File: src/rtl/retstack2_pkg.sv
package retstack2_pkg;
   // Operation applied to the level chain in one cycle.
   typedef enum logic [1:0] {
      RS_IDLE = 2'd0,
      RS_PUSH = 2'd1,
      RS_POP  = 2'd2
   } rs_op_e;
endpackage

File: src/rtl/retstack2_ctrl.sv
module retstack2_ctrl
   import retstack2_pkg::*;
(
   input  logic   rst_n,
   input  logic   push_i,
   input  logic   pop_i,
   output rs_op_e op_o
);
   // Push outranks pop; reset blocks both strobes.
   always_comb begin
      op_o = RS_IDLE;
      if (rst_n) begin
         if (push_i)
            op_o = RS_PUSH;
         else if (pop_i)
            op_o = RS_POP;
      end
   end
endmodule

File: src/rtl/retstack2_level.sv
module retstack2_level
   import retstack2_pkg::*;
#(
   parameter int ADDR_W = 12,
   // Deepest level keeps its value on pop.
   parameter bit BOTTOM = 1'b0
) (
   input  logic              clk,
   input  rs_op_e            op_i,
   input  logic [ADDR_W-1:0] from_above_i,
   input  logic [ADDR_W-1:0] from_below_i,
   output logic [ADDR_W-1:0] q_o
);
   logic              load;
   logic [ADDR_W-1:0] nxt;

   generate
      if (BOTTOM) begin : g_bottom
         assign load = (op_i == RS_PUSH);
         assign nxt  = from_above_i;
         logic unused_below;
         assign unused_below = ^from_below_i;
      end else begin : g_inner
         assign load = (op_i == RS_PUSH) || (op_i == RS_POP);
         assign nxt  = (op_i == RS_PUSH) ? from_above_i : from_below_i;
      end
   endgenerate

   // Contents are not reset.
   always_ff @(posedge clk) begin
      if (load)
         q_o <= nxt;
   end
endmodule

File: src/rtl/retstack2.sv
module retstack2
   import retstack2_pkg::*;
#(
   parameter int ADDR_W = 12,
   parameter int DEPTH  = 2
) (
   input  logic              clk,
   input  logic              rst_n,
   input  logic              push_i,
   input  logic [ADDR_W-1:0] push_addr_i,
   input  logic              pop_i,
   output logic [ADDR_W-1:0] tos_o
);
   localparam int LAST = DEPTH - 1;

   generate
      if (ADDR_W < 1) begin : g_bad_width
         $error("retstack2: ADDR_W must be at least 1");
      end
      if (DEPTH < 2) begin : g_bad_depth
         $error("retstack2: DEPTH must be at least 2");
      end
   endgenerate

   rs_op_e            op;
   logic [ADDR_W-1:0] lvl_q [DEPTH];

   retstack2_ctrl u_ctrl (
      .rst_n  (rst_n),
      .push_i (push_i),
      .pop_i  (pop_i),
      .op_o   (op)
   );

   generate
      for (genvar i = 0; i < DEPTH; i++) begin : g_lvl
         logic [ADDR_W-1:0] above;
         logic [ADDR_W-1:0] below;
         if (i == 0) begin : g_top
            assign above = push_addr_i;
         end else begin : g_mid_above
            assign above = lvl_q[i-1];
         end
         if (i == LAST) begin : g_last
            assign below = lvl_q[i];
         end else begin : g_mid_below
            assign below = lvl_q[i+1];
         end
         retstack2_level #(
            .ADDR_W (ADDR_W),
            .BOTTOM (i == LAST)
         ) u_level (
            .clk          (clk),
            .op_i         (op),
            .from_above_i (above),
            .from_below_i (below),
            .q_o          (lvl_q[i])
         );
      end
   endgenerate

   assign tos_o = lvl_q[0];
endmodule

File: config.mk
export PLATFORM = sky130hd
export DESIGN_NAME = retstack2
export DESIGN_NICKNAME = d
export VERILOG_FILES = /design/src/rtl/retstack2_pkg.sv /design/src/rtl/retstack2_ctrl.sv /design/src/rtl/retstack2_level.sv /design/src/rtl/retstack2.sv
export SDC_FILE = /design/constraint.sdc
export NUM_CORES = 1
export LEC_CHECK = 0
export ABC_AREA = 1
export BUFFER_PORTS_ARGS = -buffer_cell sky130_fd_sc_hd__buf_2
export CAP_MARGIN = 30
export CORE_MARGIN = 5
export CORE_UTILIZATION = 43
export DETAILED_ROUTE_END_ITERATION = 10
export GPL_TIMING_DRIVEN = 0
export HOLD_SLACK_MARGIN = 0.06
export PLACE_DENSITY = 0.69
export RECOVER_POWER = 50
export SLEW_MARGIN = 20
export SYNTH_ARGS = -nofsm -noshare
export SYNTH_HDL_FRONTEND = slang
export SYNTH_SLANG_ARGS = --single-unit
File: constraint.sdc
create_clock -name clk -period 1.09 [get_ports clk]
set_clock_uncertainty 0.15 [all_clocks]
set_input_delay 0 -clock clk [delete_from_list [all_inputs] [get_ports clk]]
set_output_delay 0 -clock clk [all_outputs]
set_load 0.1 [all_outputs]
==> flow_summary.yaml, run 1 <==
synthesis:
  netlist-cell-type-count: 7
  ys_top_cells_by_area: "edfxtp_1 (79%), nand2_1 (11%), nand3_1 (6.6%)"
  synth-edff-count: 24
  synth_warnings: 0
  synth_top_area_cell: "edfxtp_1"
  synth_area_sq_um: 914.6
  ys_seq_area_share_pct: 78.80
  syn_area_per_cell_sq_um: 13.65
  synthArstFlopShare_pct: 0
  ys_ff_latch: 24
  synth_nets: 83
  netlist.area_leader.share_pct: 78.80
  synth_most_common_cell: "nand2_1"
  synth_cells: 67
  synth_common_cells: "nand2_1 (26), edfxtp_1 (24), nand3_1 (12), buf_4 (2)"
  synth_flop_cell: "edfxtp_1"
finish:
  multi_input_area_sq_um: 161.4
  regMostFlops: "g_lvl.u_level.q_o"
  nFillCells: 160
  synthToLayoutAreaGrowth_pct: 47.47
  largest_reg_flops: 24
  fin_nets: 133
  diodes: 0
  regArea_sq_um: 720.7
  top_regs: "g_lvl.u_level.q_o x24"
  layout-drive-gt1-share_pct: 29.31
clocking:
  numClockSinks: 24
  cts_tree: "built"
  clockBufferDepth: 2
  clk_latency_ns: 0.31
  htreeDepth: 1
  numCtsBuffers: 3
  root_buffer: "clkbuf_4"
  clk_pin_slew_worst_paths_ns: 0.12
routing:
  vias: 655
  first_pass_iters: 4
  drtIter0Drc: 34
  detail_route.vias_per_cell: 4.580
  wl_per_cell_um: 13.22
  routed_wirelength_mm: 1.891
  drc_errors: 0
  ant_nets: 0
worst_setup_path:
  critPathMaxFanout: 2
  end_kind: "output pin"
  worstPathRequired_ns: 0.94
  timing.critical_path.buf_inv: 1
  r2r_setup_slack_ns: 0.04
  crit_type: "register to output pin"
  cp_data_arrival_time_ns: 0.95
  slowest_delay_ns: 0.43
  crit_slowest_cell: "edfxtp_1"
  crit_chain: "buf_6"
  startpoint_type: "register"
  critPathTopFamily: "flip-flops"
timing:
  finalHoldViolations: 0
  relSlewSlack_pct: 65.24
  max_freq_mhz: 909.8
  rsz0062_at_grt: "true"
  worstMarginPinSlew_ns: 0.5202
  worst_slack_ns: -0.009121
  setup_violations: 4
  drv_slew: 0
  layout_min_cycle_time_ns: 1.099
  layout_worst_path_cycle_share_pct: 100.8
power:
  power_mw: 1.984
  p_per_area_nw_per_um2: 1471
  peakVddDrop_uv: 1102
  p_leak_nw: 0.5811
global_route:
  grt_use_met2_pct: 21.20
  grt_pass1_wl_mm: 3.105
  grt_use_total_pct: 12.97
  grt_use_met1_pct: 15.67
  antenna_found_initial: 0
  overflow: 0
  top_usage_layer: "met2"
  met3_usage_pct: 6.497
  grt_pass1_vias: 655
  grt_max_degree: 14
run_status:
  violations: "setup timing"
  status: "finished with violations"
die:
  row_count: 16
  dieWidth_um: 56.12
  die_h_um: 56.12
  core-area_sq_um: 2002
  initial_core_util_pct: 45.69
  ioPinCount: 28
  die-area_sq_um: 3149
placed_design:
  io_buffers: 27
  gp_congestion: 0.6888
  dpl.hpwl_mm: 1.210
  pre_cts_slack_ns: -0.1905
hold_path:
  hp-class: "input port to register"
run:
  cap_violations: 0
==> cells by family after synthesis <==
kind of cell | count (synthesis) | share of synthesized area [%]
and+or+nand+nor | 39 | 17.92
DFF | 24 | 78.80
buffers and inverters | 4 | 3.282
==> layout by cell type, fill, tap and decap left out <==
| cell type | n |
|---|---|
| nand2_1 | 27 |
| edfxtp_1 | 24 |
| dlygate4sd3_1 | 15 |
| buf_2 | 13 |
| nand3_1 | 12 |
| buf_6 | 12 |
| buf_4 | 5 |
| clkbuf_4 | 4 |
| clkbuf_1 | 2 |
| inv_1 | 1 |
| clkinv_1 | 1 |
==> final cells by class <==
class	instances	share of cell area [%]
clock inverters	1	0.2783
plain buffers	3	1.670
well taps	27	2.505
flip-flops and latches	24	53.43
multi-input cells	39	11.97
inverters	1	0.2783
repair buffers	45	28.20
clock buffers	3	1.670
==> through the flow <==
step	TNS, ns	utilization (%)	hold WS, ns	instance area [sq um]	std cells
2_1_floorplan	-3.664	-	0.05510	914.6	67
3_3_place_gp	-3.737	54.13	0.1402	1084	121
3_5_place_dp	-4.459	54.13	0.1468	1084	121
4_1_cts	-0.1043	67.44	0.03807	1350	142
5_1_grt	-0.6166	67.38	0.08752	1349	143
6_report	-0.02209	67.38	0.08199	1349	143
==> what timing repair did <==
item | CTS | global route
endpoints found under the hold margin | 12 | 0
hold buffers | 15 | 0
resized for setup | 24 | 0
buffers inserted | 2 | 1
cloned | 0 | 0
setup endpoints to repair | 12 | 12
==> power breakdown <==
part	switching (mW)	internal, mW	total (mW)	leakage (nW)
sequential	0.0281	1.09	1.12	0.230
clock	0.243	0.134	0.377	0.0154
combinational	0.339	0.149	0.488	0.335
total	0.611	1.37	1.98	0.581
==> layer usage <==
| metal | vias up | part of all wire (%) |
|---|---|---|
| met5 | - | 0 |
| met4 | 0 | 0.53 |
| met3 | 2 | 7.3 |
| met2 | 22 | 49 |
| met1 | 301 | 43 |
| li1 | 330 | - |
==> path summary, 6_finish.rpt <==
check / start / end / depth (start not counted)
worst max-delay path: g_lvl[0].u_level.q_o[7]$_DFFE_PP_ / tos_o[7] / 1
worst min-delay path: rst_n / g_lvl[0].u_level.q_o[0]$_DFFE_PP_ / 5
worst max register to register: g_lvl[0].u_level.q_o[1]$_DFFE_PP_ / g_lvl[1].u_level.q_o[1]$_DFFE_PP_ / 2
worst min register to register: g_lvl[0].u_level.q_o[5]$_DFFE_PP_ / g_lvl[1].u_level.q_o[5]$_DFFE_PP_ / 0
No activity file was read; power rests on OpenSTA's default activity.
==> run 2, diff against run 1 <==
--- a/config.mk
+++ b/config.mk
@@ -10,4 +10,6 @@
 export CAP_MARGIN = 30
+export CELL_PAD_IN_SITES_DETAIL_PLACEMENT = 0
+export CELL_PAD_IN_SITES_GLOBAL_PLACEMENT = 2
 export CORE_MARGIN = 5
-export CORE_UTILIZATION = 43
+export CORE_UTILIZATION = 32
 export DETAILED_ROUTE_END_ITERATION = 10
@@ -15,3 +17,3 @@
 export HOLD_SLACK_MARGIN = 0.06
-export PLACE_DENSITY = 0.69
+export PLACE_DENSITY_LB_ADDON = 0.1
 export RECOVER_POWER = 50
==> constraint.sdc (replaced) <==
create_clock -name clk -period 1.09 [get_ports clk]
set_clock_uncertainty 0.15 [all_clocks]
set_input_delay 0.109 -clock clk [delete_from_list [all_inputs] [get_ports clk]]
set_output_delay 0.109 -clock clk [all_outputs]
set_load 0.1 [all_outputs]
==> flow_summary.yaml, run 2 (synthesis gave the netlist of run 1 again) <==
run_status:
  status: "finished with violations"
  violations: "setup timing"
timing:
  setup_violations: 24
  rsz0062_at_grt: "true"
  layout_worst_path_cycle_share_pct: 112.0
  drv_slew: 0
  layout_min_cycle_time_ns: 1.221
  worst_slack_ns: -0.1306
  relSlewSlack_pct: 68.59
  finalHoldViolations: 0
  worstMarginPinSlew_ns: 0.4706
  hold_slack_ns: 0.1020
  max_freq_mhz: 819.3
routing:
  vias: 649
  drc_errors: 0
  ant_nets: 0
  routed_wirelength_mm: 1.942
  drtIter0Drc: 21
  first_pass_iters: 3
  detail_route.vias_per_cell: 4.445
  wl_per_cell_um: 13.30
finish:
  fin_nets: 132
  postLayoutCellArea_sq_um: 1346
  regArea_sq_um: 720.7
  largest_reg_flops: 24
  diodes: 0
  final_common_cell: "nand2_1"
  multi_input_area_sq_um: 163.9
  synthToLayoutAreaGrowth_pct: 47.20
  mostFrequentLayoutCells: "nand2_1 (26), edfxtp_1 (24), dlygate4sd3_1 (14)"
  top_regs: "g_lvl.u_level.q_o x24"
  regMostFlops: "g_lvl.u_level.q_o"
  final_cell_count_no_fill: 146
  layout-drive-gt1-share_pct: 32.17
  nFillCells: 263
global_route:
  grt_max_degree: 14
  grt_use_met1_pct: 10.78
  grt_use_total_pct: 9.446
  grt_use_met2_pct: 15.48
  grt_pass1_vias: 664
  overflow: 0
  met3_usage_pct: 4.973
  top_usage_layer: "met2"
  grt_pass1_wl_mm: 2.911
  antenna_found_initial: 0
power:
  p_leak_nw: 0.5838
  power_mw: 1.998
  peakVddDrop_uv: 1105
  p_per_area_nw_per_um2: 1484
worst_setup_path:
  timing.critical_path.buf_inv: 1
  reg2regPathDepth: 1
  worstPathRequired_ns: 0.83
  critPathMaxFanout: 2
  startpoint_type: "register"
  regToRegEndpoint: "g_lvl[1].u_level.q_o[11]$_DFFE_PP_"
  worstReg2RegStart: "g_lvl[0].u_level.q_o[11]$_DFFE_PP_"
  crit_type: "register to output pin"
  crit_slowest_cell: "edfxtp_1"
  r2r_setup_slack_ns: 0.15
  critPathTopFamily: "flip-flops"
  crit_chain: "buf_6"
  slowest_delay_ns: 0.44
  end_kind: "output pin"
  cp_data_arrival_time_ns: 0.96
placed_design:
  gp_congestion: 0.6548
  placed_area_sq_um: 1089
  pre_cts_slack_ns: -0.3894
  placed_cells: 125
  io_buffers: 27
die:
  die-area_sq_um: 4027
  ioPinCount: 28
  row_count: 19
  initial_core_util_pct: 33.17
  die_h_um: 63.46
  core-area_sq_um: 2758
  dieWidth_um: 63.46
clocking:
  htreeDepth: 1
  numClockSinks: 24
  clk_pin_slew_worst_paths_ns: 0.13
  numCtsBuffers: 3
  clk_latency_ns: 0.31
  cts_tree: "built"
  root_buffer: "clkbuf_4"
  clockBufferDepth: 2
hold_path:
  hold_start: "rst_n"
  hp-class: "input port to register"
  holdPathEnd: "g_lvl[0].u_level.q_o[9]$_DFFE_PP_"
  holdPathStages: 4
run:
  cap_violations: 0
-- run 2: changes by cell type in the layout (fill, tap and decap cells not counted), sizes merged --
cell | previous run | this run
dlygate4sd3 | 15 | 14
-- run 2: how the worst max path moves through the flow --
stage	startpoint	endpoint	slack (ns)	cells past startpoint
floorplan	g_lvl[0].u_level.q_o[0]$_DFFE_PP_	g_lvl[1].u_level.q_o[0]$_DFFE_PP_	-0.31	0
global placement	rst_n	g_lvl[0].u_level.q_o[0]$_DFFE_PP_	-0.37	4
detailed placement	rst_n	g_lvl[0].u_level.q_o[10]$_DFFE_PP_	-0.39	4
CTS	g_lvl[0].u_level.q_o[8]$_DFFE_PP_	tos_o[8]	-0.14	1
global route	g_lvl[0].u_level.q_o[8]$_DFFE_PP_	tos_o[8]	-0.18	1
finish	g_lvl[0].u_level.q_o[8]$_DFFE_PP_	tos_o[8]	-0.13	1
-- run 2: layer usage --
metal  vias up  wire (um)  part of all wire [%]
li1        330          -                     -
met2        18        950                    49
met4         0         13                  0.67
met3         2        128                   6.6
met5         -          0                     0
met1       299        848                    44
-- run 2: cell type report --
type / instances / share of cell area [%]
Buffer: 3 / 1.487
Clock buffer: 3 / 1.673
Clock inverter: 1 / 0.2788
Inverter: 1 / 0.2788
Multi-Input combinational cell: 39 / 12.17
Sequential cell: 24 / 53.53
Tap cell: 31 / 2.881
Timing Repair Buffer: 44 / 27.70
-- run 2: report_power, final --
group | total, mW | switching, mW | internal [mW]
Clock | 0.395 | 0.261 | 0.134
Sequential | 1.12 | 0.0276 | 1.09
Combinational | 0.485 | 0.338 | 0.147
Total | 2.00 | 0.627 | 1.37
-- run 2: what timing repair did --
| action | 4_1_cts | 5_1_grt |
|---|---|---|
| cloned | 0 | 0 |
| hold buffers | 14 | 0 |
| endpoints found under the setup margin | 24 | 12 |
| hold endpoints to repair | 12 | 0 |
| setup buffers | 1 | 2 |
| resized for setup | 25 | 0 |
-- run 2: per-stage QoR --
stage,TNS (ns),utilization (%)
4_1_cts,-1.583,48.59
5_1_grt,-3.642,48.82
2_1_floorplan,-4.677,-
3_5_place_dp,-8.615,39.47
6_report,-1.997,48.82
3_3_place_gp,-8.389,39.47
==> run 3, diff against run 2 <==
ABC_AREA = 0   (was 1)
CORE_UTILIZATION = 35   (was 32)
==> flow_summary.yaml, run 3 <==
synthesis:
  synth_top_area_cell: "edfxtp_1"
  synth_nets: 56
  synth_flop_cell: "edfxtp_1"
  synth_warnings: 0
  syn_area_per_cell_sq_um: 22.96
  netlist.area_leader.share_pct: 78.47
  ys_ff_latch: 24
  synth-edff-count: 24
  netlist-cell-type-count: 7
  synth_most_common_cell: "edfxtp_1"
  synth_common_cells: "edfxtp_1 (24), mux2_4 (9), mux2_2 (3)"
  synthArstFlopShare_pct: 0
  ys_top_cells_by_area: "edfxtp_1 (78%), mux2_4 (15%), mux2_2 (3.7%)"
  synth_area_sq_um: 918.4
  ys_seq_area_share_pct: 78.47
  synth_cells: 40
clocking:
  numCtsBuffers: 3
  numClockSinks: 24
  clk_pin_slew_worst_paths_ns: 0.13
  cts_tree: "built"
  clk_latency_ns: 0.32
  root_buffer: "clkbuf_4"
  htreeDepth: 1
  clockBufferDepth: 2
worst_setup_path:
  r2r_setup_slack_ns: 0.02
  end_kind: "output pin"
  cp_num_cells: 1
  reg2regPathDepth: 2
  critPathMaxFanout: 2
  slowest_delay_ns: 0.45
  worstPathRequired_ns: 0.83
  crit_type: "register to output pin"
  cp_data_arrival_time_ns: 0.98
  crit_chain: "buf_6"
  startpoint_type: "register"
  crit_start: "g_lvl[0].u_level.q_o[7]$_DFFE_PP_"
  critPathTopFamily: "flip-flops"
  regToRegEndpoint: "g_lvl[1].u_level.q_o[2]$_DFFE_PP_"
  timing.critical_path.buf_inv: 1
  crit_slowest_cell: "edfxtp_1"
  worstReg2RegStart: "g_lvl[0].u_level.q_o[2]$_DFFE_PP_"
  crit_end: "tos_o[7]"
global_route:
  grt_use_total_pct: 10.58
  grt_pass1_wl_mm: 2.753
  antenna_found_initial: 0
  grt_max_degree: 15
  overflow: 0
  grt_pass1_vias: 592
power:
  p_leak_nw: 0.5892
  p_per_area_nw_per_um2: 1548
  peakVddDrop_uv: 1078
finish:
  nFillCells: 210
  synthToLayoutAreaGrowth_pct: 52.86
  regArea_sq_um: 720.7
  largest_reg_flops: 24
  fin_nets: 108
  mostFrequentLayoutCells: "edfxtp_1 (24), buf_6 (13), buf_2 (13)"
  multi_input_area_sq_um: 186.4
  top_regs: "g_lvl.u_level.q_o x24"
  regMostFlops: "g_lvl.u_level.q_o"
  postLayoutCellArea_sq_um: 1404
  final_common_cell: "edfxtp_1"
  layout-drive-gt1-share_pct: 57.14
  diodes: 0
timing:
  worstMarginPinSlew_ns: 0.5980
  relSlewSlack_pct: 60.13
  rsz0062_at_grt: "true"
  max_freq_mhz: 807.1
  setup_violations: 14
  layout_min_cycle_time_ns: 1.239
  layout_worst_path_cycle_share_pct: 113.7
  worst_slack_ns: -0.1490
  drv_slew: 0
  finalHoldViolations: 0
run:
  cap_violations: 0
routing:
  routed_wirelength_mm: 1.865
  drc_errors: 0
  vias: 545
  first_pass_iters: 4
  drtIter0Drc: 16
  wl_per_cell_um: 15.41
  detail_route.vias_per_cell: 4.504
  ant_nets: 0
die:
  ioPinCount: 28
  die_h_um: 61.23
  dieWidth_um: 61.23
  die-area_sq_um: 3749
  core-area_sq_um: 2500
  initial_core_util_pct: 36.74
  row_count: 18
hold_path:
  hp-class: "input port to register"
placed_design:
  dpl.hpwl_mm: 1.126
  io_buffers: 27
  placed_area_sq_um: 1091
  pre_cts_slack_ns: -0.2650
  gp_congestion: 0.6411
run_status:
  status: "finished with violations"
  violations: "setup timing"
==> run 3: cell count changes in the layout (fill, tap and decap cells not counted), sizes merged <==
cell         previous run  this run
nand2                  27         1
mux2                    0        12
nand3                  12         0
clkbuf                  6         8
dlygate4sd3            14        12
buf                    30        31
bufinv                  0         1
clkinv                  1         0
o21a                    0         1
==> run 3: metal layers <==
layer / global-route usage (%) / wire (um)
met1: 13.83 / 830
met5: 0 / 0
met2: 16.92 / 889
met4: 1.858 / 9
met3: 4.193 / 135
==> run 3: through the flow <==
| stage | power, mW | instances | TNS (ns) | utilization [%] | hold slack [ns] |
|---|---|---|---|---|---|
| detailed placement | 1.454 | 97 | -6.815 | 43.64 | 0.2632 |
| global route | 2.246 | 121 | -2.129 | 56.16 | 0.1319 |
| finish | 2.173 | 121 | -1.489 | 56.16 | 0.1134 |
| floorplan | 1.381 | 40 | -4.677 | - | 0.1769 |
| CTS | 2.186 | 120 | -1.629 | 55.66 | 0.1078 |
| global placement | 1.452 | 97 | -7.163 | 43.64 | 0.2597 |
==> run 3: worst min-delay path by stage <==
stage	start	endpoint	cells past startpoint
2_1_floorplan	push_addr_i[0]	g_lvl[0].u_level.q_o[0]$_DFFE_PP_	1
3_3_place_gp	push_addr_i[8]	g_lvl[0].u_level.q_o[8]$_DFFE_PP_	2
3_5_place_dp	push_addr_i[5]	g_lvl[0].u_level.q_o[5]$_DFFE_PP_	2
4_1_cts	rst_n	g_lvl[0].u_level.q_o[10]$_DFFE_PP_	3
5_1_grt	rst_n	g_lvl[0].u_level.q_o[8]$_DFFE_PP_	3
6_report	rst_n	g_lvl[0].u_level.q_o[8]$_DFFE_PP_	3
==> run 3: tightest hold or removal path: cells and delay by family <==
kind | cells | cell delay, ns
buf+inv | 1 | 0.09
mux | 1 | 0.16
simple gates | 1 | 0.12
==> run 3: cell type report <==
cell class | count | area share [%]
plain buffers | 1 | 0.8021
multi-input cells | 14 | 13.28
repair buffers | 47 | 27.90
clock buffers | 3 | 1.604
flip-flops and latches | 24 | 51.34
inverters | 1 | 0.2674
clock inverters | 1 | 2.139
well taps | 30 | 2.674
==> run 3: kinds of logic after synthesis <==
group / after synthesis / synth area share [%]
simple gates: 1 / 0.6816
compound gates: 1 / 0.8177
buf+inv: 2 / 1.634
mux: 12 / 18.39
flops: 24 / 78.47
==> run 3: report_power, final <==
group          total, mW  internal (mW)  leakage (nW)  switching (mW)
Clock              0.642          0.372        0.0279           0.270
Combinational      0.429          0.165         0.334           0.265
Sequential          1.10           1.08         0.228          0.0253
==> run 3: what timing repair did <==
action,in CTS,in global routing
buffers inserted,7,2
gates cloned,0,0
hold buffers,12,0
pin swaps,0,0
gates resized for setup,24,1
setup endpoints to repair,12,14
endpoints found under the hold margin,12,0
